[src/rtl/tmr_pkg.sv]
package tmr_pkg;

    localparam int CTRL_BITS = 5;

    typedef enum logic [1:0] {
        SEL_CTRL  = 2'd0,
        SEL_LIM_A = 2'd1,
        SEL_LIM_B = 2'd2,
        SEL_COUNT = 2'd3
    } reg_sel_e;

    // write image of the control word, bit 4 down to bit 0
    typedef struct packed {
        logic ext_gate;
        logic alt_mode;
        logic free_run;
        logic en_load_ok;
        logic en_value;
    } ctrl_word_t;

    // held mode state
    typedef struct packed {
        logic ext_gate;
        logic alt_mode;
        logic free_run;
        logic enable;
    } mode_state_t;

    function automatic ctrl_word_t decode_ctrl(input logic [CTRL_BITS-1:0] w);
        return ctrl_word_t'(w);
    endfunction

    function automatic logic gate_pass(input mode_state_t m, input logic ext_s);
        return m.enable & (~m.ext_gate | ext_s);
    endfunction

endpackage

[src/rtl/tmr_sync.sv]
module tmr_sync #(
    parameter int STAGES = 2
) (
    input  logic clk,
    input  logic rst,
    input  logic d,
    output logic q
);
    logic [STAGES-1:0] chain;

    always_ff @(posedge clk) begin
        if (rst) chain[0] <= 1'b0;
        else     chain[0] <= d;
    end

    generate
        for (genvar i = 1; i < STAGES; i++) begin : g_stage
            always_ff @(posedge clk) begin
                if (rst) chain[i] <= 1'b0;
                else     chain[i] <= chain[i-1];
            end
        end
    endgenerate

    assign q = chain[STAGES-1];
endmodule

[src/rtl/tmr_cfg.sv]
module tmr_cfg
    import tmr_pkg::*;
#(
    parameter int W = 16
) (
    input  logic             clk,
    input  logic             rst,
    input  logic             wr_en,
    input  logic [1:0]       wr_sel,
    input  logic [W-1:0]     wr_data,
    input  logic             stop_req,
    output mode_state_t      mode,
    output logic [W-1:0]     lim_a,
    output logic [W-1:0]     lim_b,
    output logic             cnt_ld
);
    reg_sel_e   sel;
    ctrl_word_t cw;
    logic       ctrl_wr;
    logic       en_load;

    assign sel     = reg_sel_e'(wr_sel);
    assign cw      = decode_ctrl(wr_data[CTRL_BITS-1:0]);
    assign ctrl_wr = wr_en & (sel == SEL_CTRL);
    assign en_load = ctrl_wr & cw.en_load_ok;
    assign cnt_ld  = wr_en & (sel == SEL_COUNT);

    always_ff @(posedge clk) begin
        if (rst) begin
            mode  <= '0;
            lim_a <= '0;
            lim_b <= '0;
        end else begin
            if (ctrl_wr) begin
                mode.ext_gate <= cw.ext_gate;
                mode.alt_mode <= cw.alt_mode;
                mode.free_run <= cw.free_run;
            end
            if (en_load)       mode.enable <= cw.en_value;
            else if (stop_req) mode.enable <= 1'b0;
            if (wr_en && sel == SEL_LIM_A) lim_a <= wr_data;
            if (wr_en && sel == SEL_LIM_B) lim_b <= wr_data;
        end
    end

    AST_EN_GATED: assert property (@(posedge clk) disable iff (rst)
        (ctrl_wr && !cw.en_load_ok && !stop_req) |=> $stable(mode.enable));

    AST_SELF_STOP: assert property (@(posedge clk) disable iff (rst)
        (stop_req && !en_load) |=> !mode.enable);
endmodule

[src/rtl/tmr_count.sv]
module tmr_count #(
    parameter int W = 16
) (
    input  logic         clk,
    input  logic         rst,
    input  logic         tick,
    input  logic         run_ok,
    input  logic         alt_mode,
    input  logic         free_run,
    input  logic [W-1:0] lim_a,
    input  logic [W-1:0] lim_b,
    input  logic         cnt_ld,
    input  logic [W-1:0] ld_val,
    output logic [W-1:0] cnt_q,
    output logic         pin_out,
    output logic         eoc_q,
    output logic         stop_req
);
    localparam logic [W-1:0] ONE = W'(1);

    logic         on_b_q;
    logic         low_q;
    logic         use_b;
    logic [W-1:0] lim_sel;
    logic [W-1:0] last_val;
    logic         step;
    logic         hit;
    logic         seq_end;

    // limit of 0 wraps to all-ones, giving the full 2^W range
    assign use_b    = alt_mode & on_b_q;
    assign lim_sel  = use_b ? lim_b : lim_a;
    assign last_val = lim_sel - ONE;
    assign step     = tick & run_ok;
    assign hit      = step & (cnt_q == last_val);
    assign seq_end  = hit & (~alt_mode | on_b_q);
    assign stop_req = seq_end & ~free_run;

    always_ff @(posedge clk) begin
        if (rst) begin
            cnt_q  <= '0;
            on_b_q <= 1'b0;
            low_q  <= 1'b0;
            eoc_q  <= 1'b0;
        end else begin
            eoc_q <= hit;
            if (cnt_ld)    cnt_q <= ld_val;
            else if (hit)  cnt_q <= '0;
            else if (step) cnt_q <= cnt_q + ONE;
            if (hit && alt_mode) on_b_q <= ~on_b_q;
            if (hit && !alt_mode) low_q <= 1'b1;
            else if (tick)        low_q <= 1'b0;
        end
    end

    assign pin_out = alt_mode ? ~on_b_q : ~low_q;

    AST_WRAP_ZERO: assert property (@(posedge clk) disable iff (rst)
        (hit && !cnt_ld) |=> (cnt_q == '0));

    AST_HOLD_DISABLED: assert property (@(posedge clk) disable iff (rst)
        (tick && !run_ok && !cnt_ld) |=> $stable(cnt_q));

    AST_NO_TICK_HOLD: assert property (@(posedge clk) disable iff (rst)
        (!tick && !cnt_ld) |=> $stable(cnt_q));

    AST_END_HIGH: assert property (@(posedge clk) disable iff (rst)
        (hit && alt_mode && on_b_q) |=> (!alt_mode || pin_out));

    AST_EOC_CAUSE: assert property (@(posedge clk) disable iff (rst)
        eoc_q |-> $past(hit));
endmodule

[src/rtl/dual_cmp_timer.sv]
module dual_cmp_timer
    import tmr_pkg::*;
#(
    parameter int CNT_W       = 16,
    parameter int SYNC_STAGES = 2
) (
    input  logic             clk,
    input  logic             rst,
    input  logic             wr_en,
    input  logic [1:0]       wr_sel,
    input  logic [CNT_W-1:0] wr_data,
    input  logic             ext_en,
    input  logic             tick,
    output logic             tmr_out,
    output logic             eoc,
    output logic [CNT_W-1:0] cnt_o,
    output logic             en_o
);
    mode_state_t      mode;
    logic [CNT_W-1:0] lim_a;
    logic [CNT_W-1:0] lim_b;
    logic             cnt_ld;
    logic             stop_req;
    logic             ext_s;
    logic             run_ok;

    tmr_sync #(.STAGES(SYNC_STAGES)) u_sync (
        .clk (clk),
        .rst (rst),
        .d   (ext_en),
        .q   (ext_s)
    );

    tmr_cfg #(.W(CNT_W)) u_cfg (
        .clk      (clk),
        .rst      (rst),
        .wr_en    (wr_en),
        .wr_sel   (wr_sel),
        .wr_data  (wr_data),
        .stop_req (stop_req),
        .mode     (mode),
        .lim_a    (lim_a),
        .lim_b    (lim_b),
        .cnt_ld   (cnt_ld)
    );

    assign run_ok = gate_pass(mode, ext_s);

    tmr_count #(.W(CNT_W)) u_count (
        .clk      (clk),
        .rst      (rst),
        .tick     (tick),
        .run_ok   (run_ok),
        .alt_mode (mode.alt_mode),
        .free_run (mode.free_run),
        .lim_a    (lim_a),
        .lim_b    (lim_b),
        .cnt_ld   (cnt_ld),
        .ld_val   (wr_data),
        .cnt_q    (cnt_o),
        .pin_out  (tmr_out),
        .eoc_q    (eoc),
        .stop_req (stop_req)
    );

    assign en_o = mode.enable;

    AST_GATE_BLOCK: assert property (@(posedge clk) disable iff (rst)
        (tick && mode.ext_gate && !ext_s && !cnt_ld) |=> $stable(cnt_o));
endmodule

[config.mk]
export PLATFORM = sky130hd
export DESIGN_NAME = dual_cmp_timer
export DESIGN_NICKNAME = d
export VERILOG_FILES = /design/src/rtl/tmr_pkg.sv /design/src/rtl/tmr_sync.sv /design/src/rtl/tmr_cfg.sv /design/src/rtl/tmr_count.sv /design/src/rtl/dual_cmp_timer.sv
export SDC_FILE = /design/constraint.sdc
export NUM_CORES = 1
export LEC_CHECK = 0
export BUFFER_PORTS_ARGS = -buffer_cell sky130_fd_sc_hd__clkbuf_2
export CORE_ASPECT_RATIO = 1.5
export CORE_UTILIZATION = 63
export CTS_CLUSTER_DIAMETER = 30
export DETAILED_ROUTE_END_ITERATION = 10
export PLACE_DENSITY = 0.92
export SYNTH_ARGS = -nofsm -noshare
export SYNTH_HDL_FRONTEND = slang
export SYNTH_SLANG_ARGS = --single-unit
[constraint.sdc]
create_clock -name clk -period 10.6 [get_ports clk]
set_clock_uncertainty 0.15 [all_clocks]
set_input_delay 1.06 -clock clk [delete_from_list [all_inputs] [get_ports clk]]
set_output_delay 1.06 -clock clk [all_outputs]
set_load 0.05 [all_outputs]
# Yosys cells after proc, flatten, opt, wreduce, memory -nomap -nowiden
# Cells that the tools add are included.
dict set report classes {
  n_mux 9
  bitwise_logic 16
  n_reduce_logical 9
  eq_ne 4
  add_sub_neg 2
}
# operator count
set op_table {}
lappend op_table {{2-to-1 mux 16 bit} 4}
lappend op_table {{adder 16 x 1 -> 16 bit, second input constant} 1}
lappend op_table {{equality test 16 bit} 1}
lappend op_table {{subtractor 16 x 1 -> 16 bit, second input constant} 1}
lappend op_table {{AND 1 bit} 9}
lappend op_table {{2-to-1 mux 1 bit} 5}
lappend op_table {{NOT 1 bit} 5}
lappend op_table {{equality test 2 bit, second input constant} 2}
lappend op_table {{logical AND 1 bit} 4}
lappend op_table {{nonzero test 2 bit} 2}
lappend op_table {{nonzero test 3 bit} 1}
lappend op_table {{equality test 2 x 1 -> 1 bit, second input constant} 1}
lappend op_table {{logical NOT 2 bit} 1}
lappend op_table {{OR 1 bit} 2}
lappend op_table {{logical NOT 1 bit} 1}
dict set report word_totals {
  inputBits 23
  register_bits 57
}

# Logic depth before layout (Yosys ltp)
# Gate-level depths: netlist of run 1.
dict set report depth {
  word_depth 9
  depth_mapped 13
  mapped_depth_nobuf 10
}

# Hierarchy
# From an unflattened synthesis of run 1, not the netlist that was laid out.
dict set report hier_totals {
  cells_unflattened 457
  area_unflattened_um2 3917.5
}
# module n_inst cells_each area_each_um2
set by_module_without_submodules {}
lappend by_module_without_submodules {tmr_count 1 311 2343.5}
lappend by_module_without_submodules {tmr_cfg 1 140 1510.2}
lappend by_module_without_submodules {tmr_sync 1 4 52.6}
lappend by_module_without_submodules {dual_cmp_timer 1 2 11.3}

# Least setup slack after synthesis of run 1
# OpenSTA, ideal clock, no wires.
dict set report synth_path {
  path_type {register to register}
  start {register u_cfg.mode[2] (netlist name)}
  end {register u_count.cnt_q[1]}
  arrival_ps 3345
  path_stages_with_launch 13
  setup_slack_ps 6988
  period_less_slack_ps 3612
  required_time_ps 10334
  path_buffers 2
  setup_ps 116
  path_cell_list {dfxtp_1 > buf_6 > and2_1 > buf_4 > mux2i_1 > ha_1 > or3b_2 > o22ai_1 > nand4_2 > a2111oi_4 > o22ai_2 > or4b_1 > a41o_1}
}
dict set report synth_via {
  elab_chain_len 7
  elab_cells_between_ends 8
}
# element line_no
set synth_rtl {}
lappend synth_rtl {{AND 1 bit (*)} tmr_count.sv:31} ;# assign use_b = alt_mode & on_b_q;
lappend synth_rtl {{2-to-1 mux 16 bit (*)} tmr_count.sv:32} ;# assign lim_sel = use_b ? lim_b : lim_a;
lappend synth_rtl {{subtractor 16 x 1 -> 16 bit (*)} tmr_count.sv:33} ;# assign last_val = lim_sel - ONE;
lappend synth_rtl {{equality test 16 bit (*)} tmr_count.sv:35} ;# assign hit = step & (cnt_q == last_val);
lappend synth_rtl {{AND 1 bit (*)} tmr_count.sv:35}
lappend synth_rtl {{2-to-1 mux 16 bit} tmr_count.sv:48} ;# else if (hit) cnt_q <= '0;
lappend synth_rtl {{2-to-1 mux 16 bit} tmr_count.sv:47} ;# if (cnt_ld) cnt_q <= ld_val;
lappend synth_rtl {{end signal: assignment} tmr_count.sv:47}
lappend synth_rtl {{end signal: assignment} tmr_count.sv:49} ;# else if (step) cnt_q <= cnt_q + ONE;
lappend synth_rtl {{end: declaration} tmr_count.sv:14} ;# output logic [W-1:0] cnt_q,
# Mark *: on every way between the ends. The rest lies on a longest branch, timed or not.
# A chain may end at the register's enable or synchronous reset.

# Worst setup path in the final report of run 1
dict set report layout_path {
  start {register u_count.on_b_q}
  end {register u_count.cnt_q[11]}
}
dict set report layout_via {
  elab_chain_len 7
  elab_cells_between_ends 8
}
# element line_no
set layout_rtl {}
lappend layout_rtl {{start: declaration} tmr_count.sv:21} ;# logic on_b_q;
lappend layout_rtl {{start signal: assignment} tmr_count.sv:50} ;# if (hit && alt_mode) on_b_q <= ~on_b_q;
lappend layout_rtl {{AND 1 bit (*)} tmr_count.sv:31}
lappend layout_rtl {{2-to-1 mux 16 bit (*)} tmr_count.sv:32}
lappend layout_rtl {{subtractor 16 x 1 -> 16 bit (*)} tmr_count.sv:33}
lappend layout_rtl {{equality test 16 bit (*)} tmr_count.sv:35}
lappend layout_rtl {{AND 1 bit (*)} tmr_count.sv:35}
lappend layout_rtl {{2-to-1 mux 16 bit} tmr_count.sv:48}
lappend layout_rtl {{2-to-1 mux 16 bit} tmr_count.sv:47}
# Marks and branches as above.

==> results.py, run 1 <==
metrics = {
    "grt": {
        "grt_pass1_wl_um": 16300,
        "gr-total-overflow": 0,
        "grt_pass1_vias": 3367,
        "antenna_found_initial": 0,
        "track_usage": 0.368,
        "grt_max_degree": 61,
    },
    "timing": {
        "timing.final.max_slew_violations": 0,
        "fin_crit_ns": 5.24,
        "fin_hold_ws_ns": 0.300,
        "final-hold-violation-count": 0,
        "setup_violations": 0,
        "fin_tns_setup_ns": 0,
        "rsz0062_at_grt": "no",
        "period_share": 0.494,
        "fmax_ghz": 0.191,
        "max-slew-margin-rel": 0.222,
        "setup_ws_ns": 5.36,
        "tightest_slew_ns": 1.17,
    },
    "logic_synthesis": {
        "synth-async-reset-ratio": 0,
        "synthMuxAreaShare": 0.0381,
        "syn_inst": 430,
        "yosys.area_share.adder": 0.00718,
        "syn-num-nets": 455,
        "synth_compound_area_frac": 0.268,
        "synth-simple-area-share": 0.254,
        "synth.avg_cell_area_um2": 8.10,
        "yosysSeqAreaShare": 0.328,
        "synth_edf_count": 0,
        "ys_ff_latch": 57,
        "yosysWarnings": 0,
        "synth_xor_area_frac": 0.0593,
        "synth_top_family_by_area": "compound AO/OA/AOI/OAI gates",
        "netlist_area_um2": 3480,
        "synth_cell_types": 64,
        "synth-main-ff-cell": "dfxtp_1",
    },
    "route": {
        "vias": 3590,
        "viasPerCell": 6.79,
        "drt-initial-drc-count": 369,
        "wl_per_cell_um": 19.5,
        "drtPass1Iterations": 7,
        "finalWirelength_um": 10300,
        "ant_nets": 0,
        "drcViolationCount": 0,
    },
    "clock_tree": {
        "clockRootBuffer": "clkbuf_8",
        "cts.clk_slew.worst_paths_ns": 0.07,
        "clk_latency_ns": 0.34,
        "cts_max_path_buffers": 2,
        "cts.repair.resized": 0,
        "cts_sinks": 57,
        "postCtsSetupRepairBufs": 0,
        "h-tree-depth": 3,
        "hold_buffers": 0,
        "tritoncts": "done",
        "cts_buffers": 9,
    },
    "placed_design": {
        "dp_hpwl_um": 7280,
        "place_congestion": 0.943,
        "placedCellCount": 513,
        "place_area_um2": 3640,
        "preCtsSetupSlack_ns": 5.53,
        "io_buffers": 41,
    },
    "min_path": {
        "hold_path_class": "reg2reg",
        "hp-start": "u_sync.chain[0]$_SDFF_PP0_",
    },
    "run_status": {
        "outcome": "complete, no violations",
    },
    "pwr": {
        "power_frac_comb": 0.177,
        "switching_power_mw": 0.165,
        "p_int_mw": 0.349,
        "power.total_mw": 0.514,
        "pwr-share-clk": 0.359,
        "max-vdd-ir-drop_mv": 0.106,
        "seq_power_share": 0.464,
        "power.leakage_nw": 1.43,
        "power_density_nw_per_um2": 134,
        "swShare": 0.322,
    },
    "layout": {
        "fillerInstances": 409,
        "nets": 481,
        "fin_area_um2": 3820,
        "regArea_um2": 1140,
        "final_cell_count_no_fill": 529,
        "area_delta_synth_final_pct": 9.81,
        "num_antenna_cells": 0,
        "drive_above_1_share": 0.154,
        "final_core_util": 0.729,
        "multi_input_area_um2": 2180,
    },
    "critical_path": {
        "arrival_ns": 5.24,
        "crit_path_end_kind": "flop",
        "r2r_start": "u_count.on_b_q$_SDFFE_PP0P_",
        "path_class": "reg2reg",
        "cp_max_fo": 37,
        "critPathLaunchType": "flop",
        "cp-startpoint": "u_count.on_b_q$_SDFFE_PP0P_",
        "required_ns": 10.61,
    },
    "die": {
        "dieArea_um2": 5840,
        "core_um2": 5250,
        "pin_count": 42,
        "rows": 32,
        "start_util": 0.664,
        "die_w_um": 62.7,
        "die_h_um": 93.1,
    },
    "flow_run": {
        "drv_cap": 0,
    },
}
routing by layer:
| layer | GRT usage | vias up | routed length (um) |
|---|---|---|---|
| met5 | 0 | - | 0 |
| met4 | 0.295 | 0 | 675 |
| met3 | 0.0488 | 49 | 866 |
| met2 | 0.628 | 237 | 5060 |
| met1 | 0.405 | 1653 | 3720 |
| li1 | - | 1651 | - |
worst max-delay path, cell delays in order, from the launching register on:
cell and delay, ns:
dfxtp_1 1.04, and2_1 0.67, mux2i_1 0.35, ha_1 0.33
or3b_2 0.49, o22ai_1 0.23, nand4_2 0.16, a2111oi_4 0.35
o22ai_2 0.13, nor3_2 0.88, o32ai_1 0.25
synth_stat cells (all sizes together), types with 11 or more instances:
library cell   n  area share
a21oi         42       0.060
a22oi         17       0.037
and3          14       0.025
buf           13       0.024
clkbuf        14       0.015
dfxtp         57        0.33
mux2i         11       0.032
nand2         76       0.082
nand3         11       0.016
nor2          20       0.022
nor3          12       0.019
o32ai         12       0.036
xnor2         11       0.028
worst paths after layout:
kind | endpoint | slack, ns | cells past startpoint
worst max register to register | u_count.cnt_q[11]$_SDFFE_PP0P_ | 5.36 | 10
worst max-delay path | u_count.cnt_q[11]$_SDFFE_PP0P_ | 5.36 | 10
worst min register to register | u_sync.q$_SDFF_PP0_ | 0.30 | 1
worst min-delay path | u_sync.q$_SDFF_PP0_ | 0.30 | 1
kinds of logic (layout without fill, tap and decap cells):
logic type / count (synthesis) / after routing
AO/OA/AOI/OAI: 129 / 129
XOR/XNOR: 22 / 22
adder cells (fa/ha/maj): 2 / 2
buffers and inverters: 33 / 64
flip-flops: 57 / 57
multiplexers: 13 / 13
AND/OR/NAND/NOR: 174 / 174
layout make-up:
cell class	count	area share
Tap cell	68	0.0222
Multi-Input combinational cell	340	0.570
Clock buffer	10	0.0360
Inverter	6	0.00589
Timing Repair Buffer	42	0.0556
Sequential cell	57	0.298
Clock inverter	6	0.0114
power groups by stage:
stage | sequential (mW) | combinational, mW | clock, mW
5_1_grt | 0.240 | 0.0970 | 0.194
3_5_place_dp | 0.242 | 0.0892 | 0
6_report | 0.238 | 0.0911 | 0.184
3_3_place_gp | 0.242 | 0.0869 | 0
2_1_floorplan | 0.249 | 0.0565 | 0
4_1_cts | 0.238 | 0.0898 | 0.185
sequential cells by signal (all words and copies together), names as in the netlist:
register	cells
u_cfg.lim_a	16
u_count.eoc_q	1
u_count.on_b_q	1
u_cfg.lim_b	16
u_sync.chain	1
u_count.low_q	1
u_sync.q	1
u_count.cnt_q	16
u_cfg.mode	4
layout by cell type (no fill, tap or decap), types with 5 or more instances in the layout:
cell type,Yosys,layout
a211o_1,7,7
a21boi_0,7,7
nand2_1,76,76
nor2_1,20,20
nor3_1,11,11
o21a_1,5,5
dfxtp_1,57,57
clkbuf_8,0,10
a22oi_1,17,17
or3_1,7,7
xor2_1,10,10
and3_1,14,14
a21oi_1,42,42
o31ai_1,5,5
o32ai_1,11,11
nand3_1,11,11
inv_1,6,6
o21ai_0,8,8
mux2i_1,11,11
xnor2_1,11,11
clkbuf_2,0,41
No activity file was read; power rests on OpenSTA's default activity.
==> run 2, diff against run 1 <==
--- a/config.mk
+++ b/config.mk
@@ -7,10 +7,10 @@
 export LEC_CHECK = 0
 export BUFFER_PORTS_ARGS = -buffer_cell sky130_fd_sc_hd__clkbuf_2
 export CORE_ASPECT_RATIO = 1.5
-export CORE_UTILIZATION = 63
+export CORE_UTILIZATION = 53
 export CTS_CLUSTER_DIAMETER = 30
 export DETAILED_ROUTE_END_ITERATION = 10
-export PLACE_DENSITY = 0.92
+export PLACE_DENSITY = 0.84
 export SYNTH_ARGS = -nofsm -noshare
 export SYNTH_HDL_FRONTEND = slang
 export SYNTH_SLANG_ARGS = --single-unit
==> constraint.sdc (replaced) <==
create_clock -name clk -period 4.3 [get_ports clk]
set_clock_uncertainty 0.15 [all_clocks]
set_input_delay 0.43 -clock clk [delete_from_list [all_inputs] [get_ports clk]]
set_output_delay 0.43 -clock clk [all_outputs]
set_load 0.05 [all_outputs]
==> run 2 against run 1 <==
Flip-flop and latch count did not move. Die area rose by 18%. Fmax rose by 41%. Combinational power rose by 150%. Clock-buffer cell count rose by 1. Worst hold slack got worse by 0.16 ns.
==> results.py, run 2 (synthesis results as in run 1) <==
metrics = {
    "clock_tree": {
        "hold_buffers": 0,
        "cts_sinks": 57,
        "h-tree-depth": 3,
        "tritoncts": "done",
        "cts_buffers": 9,
        "cts.clk_slew.worst_paths_ns": 0.06,
        "postCtsSetupRepairBufs": 0,
        "cts_max_path_buffers": 2,
        "cts.repair.resized": 0,
        "clk_latency_ns": 0.35,
        "clockRootBuffer": "clkbuf_8",
    },
    "route": {
        "wl_per_cell_um": 18.2,
        "drt-initial-drc-count": 385,
        "viasPerCell": 6.50,
        "drtPass1Iterations": 5,
        "drcViolationCount": 0,
        "vias": 3495,
        "ant_nets": 0,
        "finalWirelength_um": 9800,
    },
    "critical_path": {
        "crit_path_end_kind": "flop",
        "rr_endpoint": "u_count.cnt_q[1]$_SDFFE_PP0P_",
        "cp_max_fo": 7,
        "r2r_start": "u_cfg.mode[2]$_SDFFE_PP0P_",
        "ff2ff_path_depth": 10,
        "cp-startpoint": "u_cfg.mode[2]$_SDFFE_PP0P_",
        "critPathLaunchType": "flop",
        "required_ns": 4.39,
        "path_class": "reg2reg",
        "arrival_ns": 3.81,
        "crit_path_end": "u_count.cnt_q[1]$_SDFFE_PP0P_",
        "ff2ff_setup_slack_ns": 0.58,
    },
    "pwr": {
        "power_density_nw_per_um2": 355,
        "pwr-share-clk": 0.417,
        "p_int_mw": 0.991,
        "power_frac_comb": 0.162,
        "power.leakage_nw": 1.48,
        "seq_power_share": 0.421,
        "switching_power_mw": 0.395,
        "max-vdd-ir-drop_mv": 0.284,
        "swShare": 0.285,
    },
    "placed_design": {
        "place_congestion": 0.931,
        "preCtsSetupSlack_ns": 0.631,
        "io_buffers": 41,
        "dp_hpwl_um": 6980,
    },
    "grt": {
        "grt_pass1_wl_um": 15900,
        "gr-total-overflow": 0,
        "track_usage": 0.309,
        "grt_pass1_vias": 3275,
        "antenna_found_initial": 0,
        "grt_max_degree": 61,
    },
    "timing": {
        "setup_violations": 0,
        "max-slew-margin-rel": 0.212,
        "final-hold-violation-count": 0,
        "timing.final.max_slew_violations": 0,
        "rsz0062_at_grt": "no",
        "setup_ws_ns": 0.581,
        "fin_tns_setup_ns": 0,
        "tightest_slew_ns": 1.18,
        "fmax_ghz": 0.269,
        "fin_crit_ns": 3.72,
        "period_share": 0.865,
    },
    "layout": {
        "nets": 484,
        "final_common_cell": "nand2_1",
        "final_core_util": 0.623,
        "area_delta_synth_final_pct": 12.0,
        "largestRegisters": "u_cfg.lim_a x16, u_cfg.lim_b x16, u_count.cnt_q x16",
        "num_antenna_cells": 0,
        "drive_above_1_share": 0.159,
        "fillerInstances": 554,
        "multi_input_area_um2": 2180,
        "regArea_um2": 1140,
        "final_cell_mix": "nand2_1 (76), dfxtp_1 (57), a21oi_1 (42)",
    },
    "die": {
        "die_h_um": 101,
        "rows": 35,
        "start_util": 0.556,
        "die_w_um": 68.2,
        "pin_count": 42,
        "core_um2": 6260,
        "dieArea_um2": 6910,
    },
    "min_path": {
        "hold_path_class": "in2reg",
        "worstHoldPathCells": 2,
    },
    "run_status": {
        "outcome": "complete, no violations",
    },
    "flow_run": {
        "drv_cap": 0,
    },
}
## run 2: per-stage QoR
stage	cell area, um2	power, mW	hold WS (ns)	instances
finish	3900	1.39	0.141	538
global route	3900	1.43	0.141	538
CTS	3900	1.38	0.140	538
detailed placement	3670	0.814	0.300	522
global placement	3670	0.809	0.294	522
floorplan	3480	0.752	0.264	430
## run 2: final cells by class
| type | instances | area share |
|---|---|---|
| multi-input cells | 340 | 0.559 |
| flip-flops and latches | 57 | 0.292 |
| repair buffers | 45 | 0.0603 |
| clock buffers | 11 | 0.0388 |
| well taps | 74 | 0.0237 |
| clock inverters | 5 | 0.0199 |
| inverters | 6 | 0.00577 |
## run 2: power by group through the flow
stage	clock network, mW	logic (mW)	registers [mW]
finish	0.578	0.224	0.583
detailed placement	0	0.221	0.594
global route	0.602	0.243	0.586
global placement	0	0.216	0.593
floorplan	0	0.139	0.613
CTS	0.580	0.222	0.582
## run 2: how the worst min path moves through the flow
stage | start | end
detailed placement | u_cfg.lim_a[15]$_SDFFE_PP0P_ | u_cfg.lim_a[15]$_SDFFE_PP0P_
global placement | u_cfg.lim_a[15]$_SDFFE_PP0P_ | u_cfg.lim_a[15]$_SDFFE_PP0P_
finish | ext_en | u_sync.chain[0]$_SDFF_PP0_
global route | ext_en | u_sync.chain[0]$_SDFF_PP0_
floorplan | u_sync.chain[0]$_SDFF_PP0_ | u_sync.q$_SDFF_PP0_
CTS | ext_en | u_sync.chain[0]$_SDFF_PP0_
## run 2: worst max-delay path, stage by stage (launching register included)
cell	delay (ns)
dfxtp_1	0.32
and2_1	0.28
mux2i_1	0.32
ha_1	0.34
or3b_2	0.47
o22ai_1	0.24
nand4_2	0.17
a2111oi_4	0.35
o22ai_2	0.13
or4b_1	0.57
a41o_1	0.26
## run 2: routing by layer
layer / part of all wire / routed length [um] / GRT usage / vias to the layer above
met5: 0 / 0 / 0 / -
met4: 0.030 / 298 / 0.157 / 0
met3: 0.082 / 805 / 0.0563 / 29
met2: 0.50 / 4900 / 0.484 / 162
met1: 0.39 / 3800 / 0.397 / 1651
li1: - / - / - / 1653
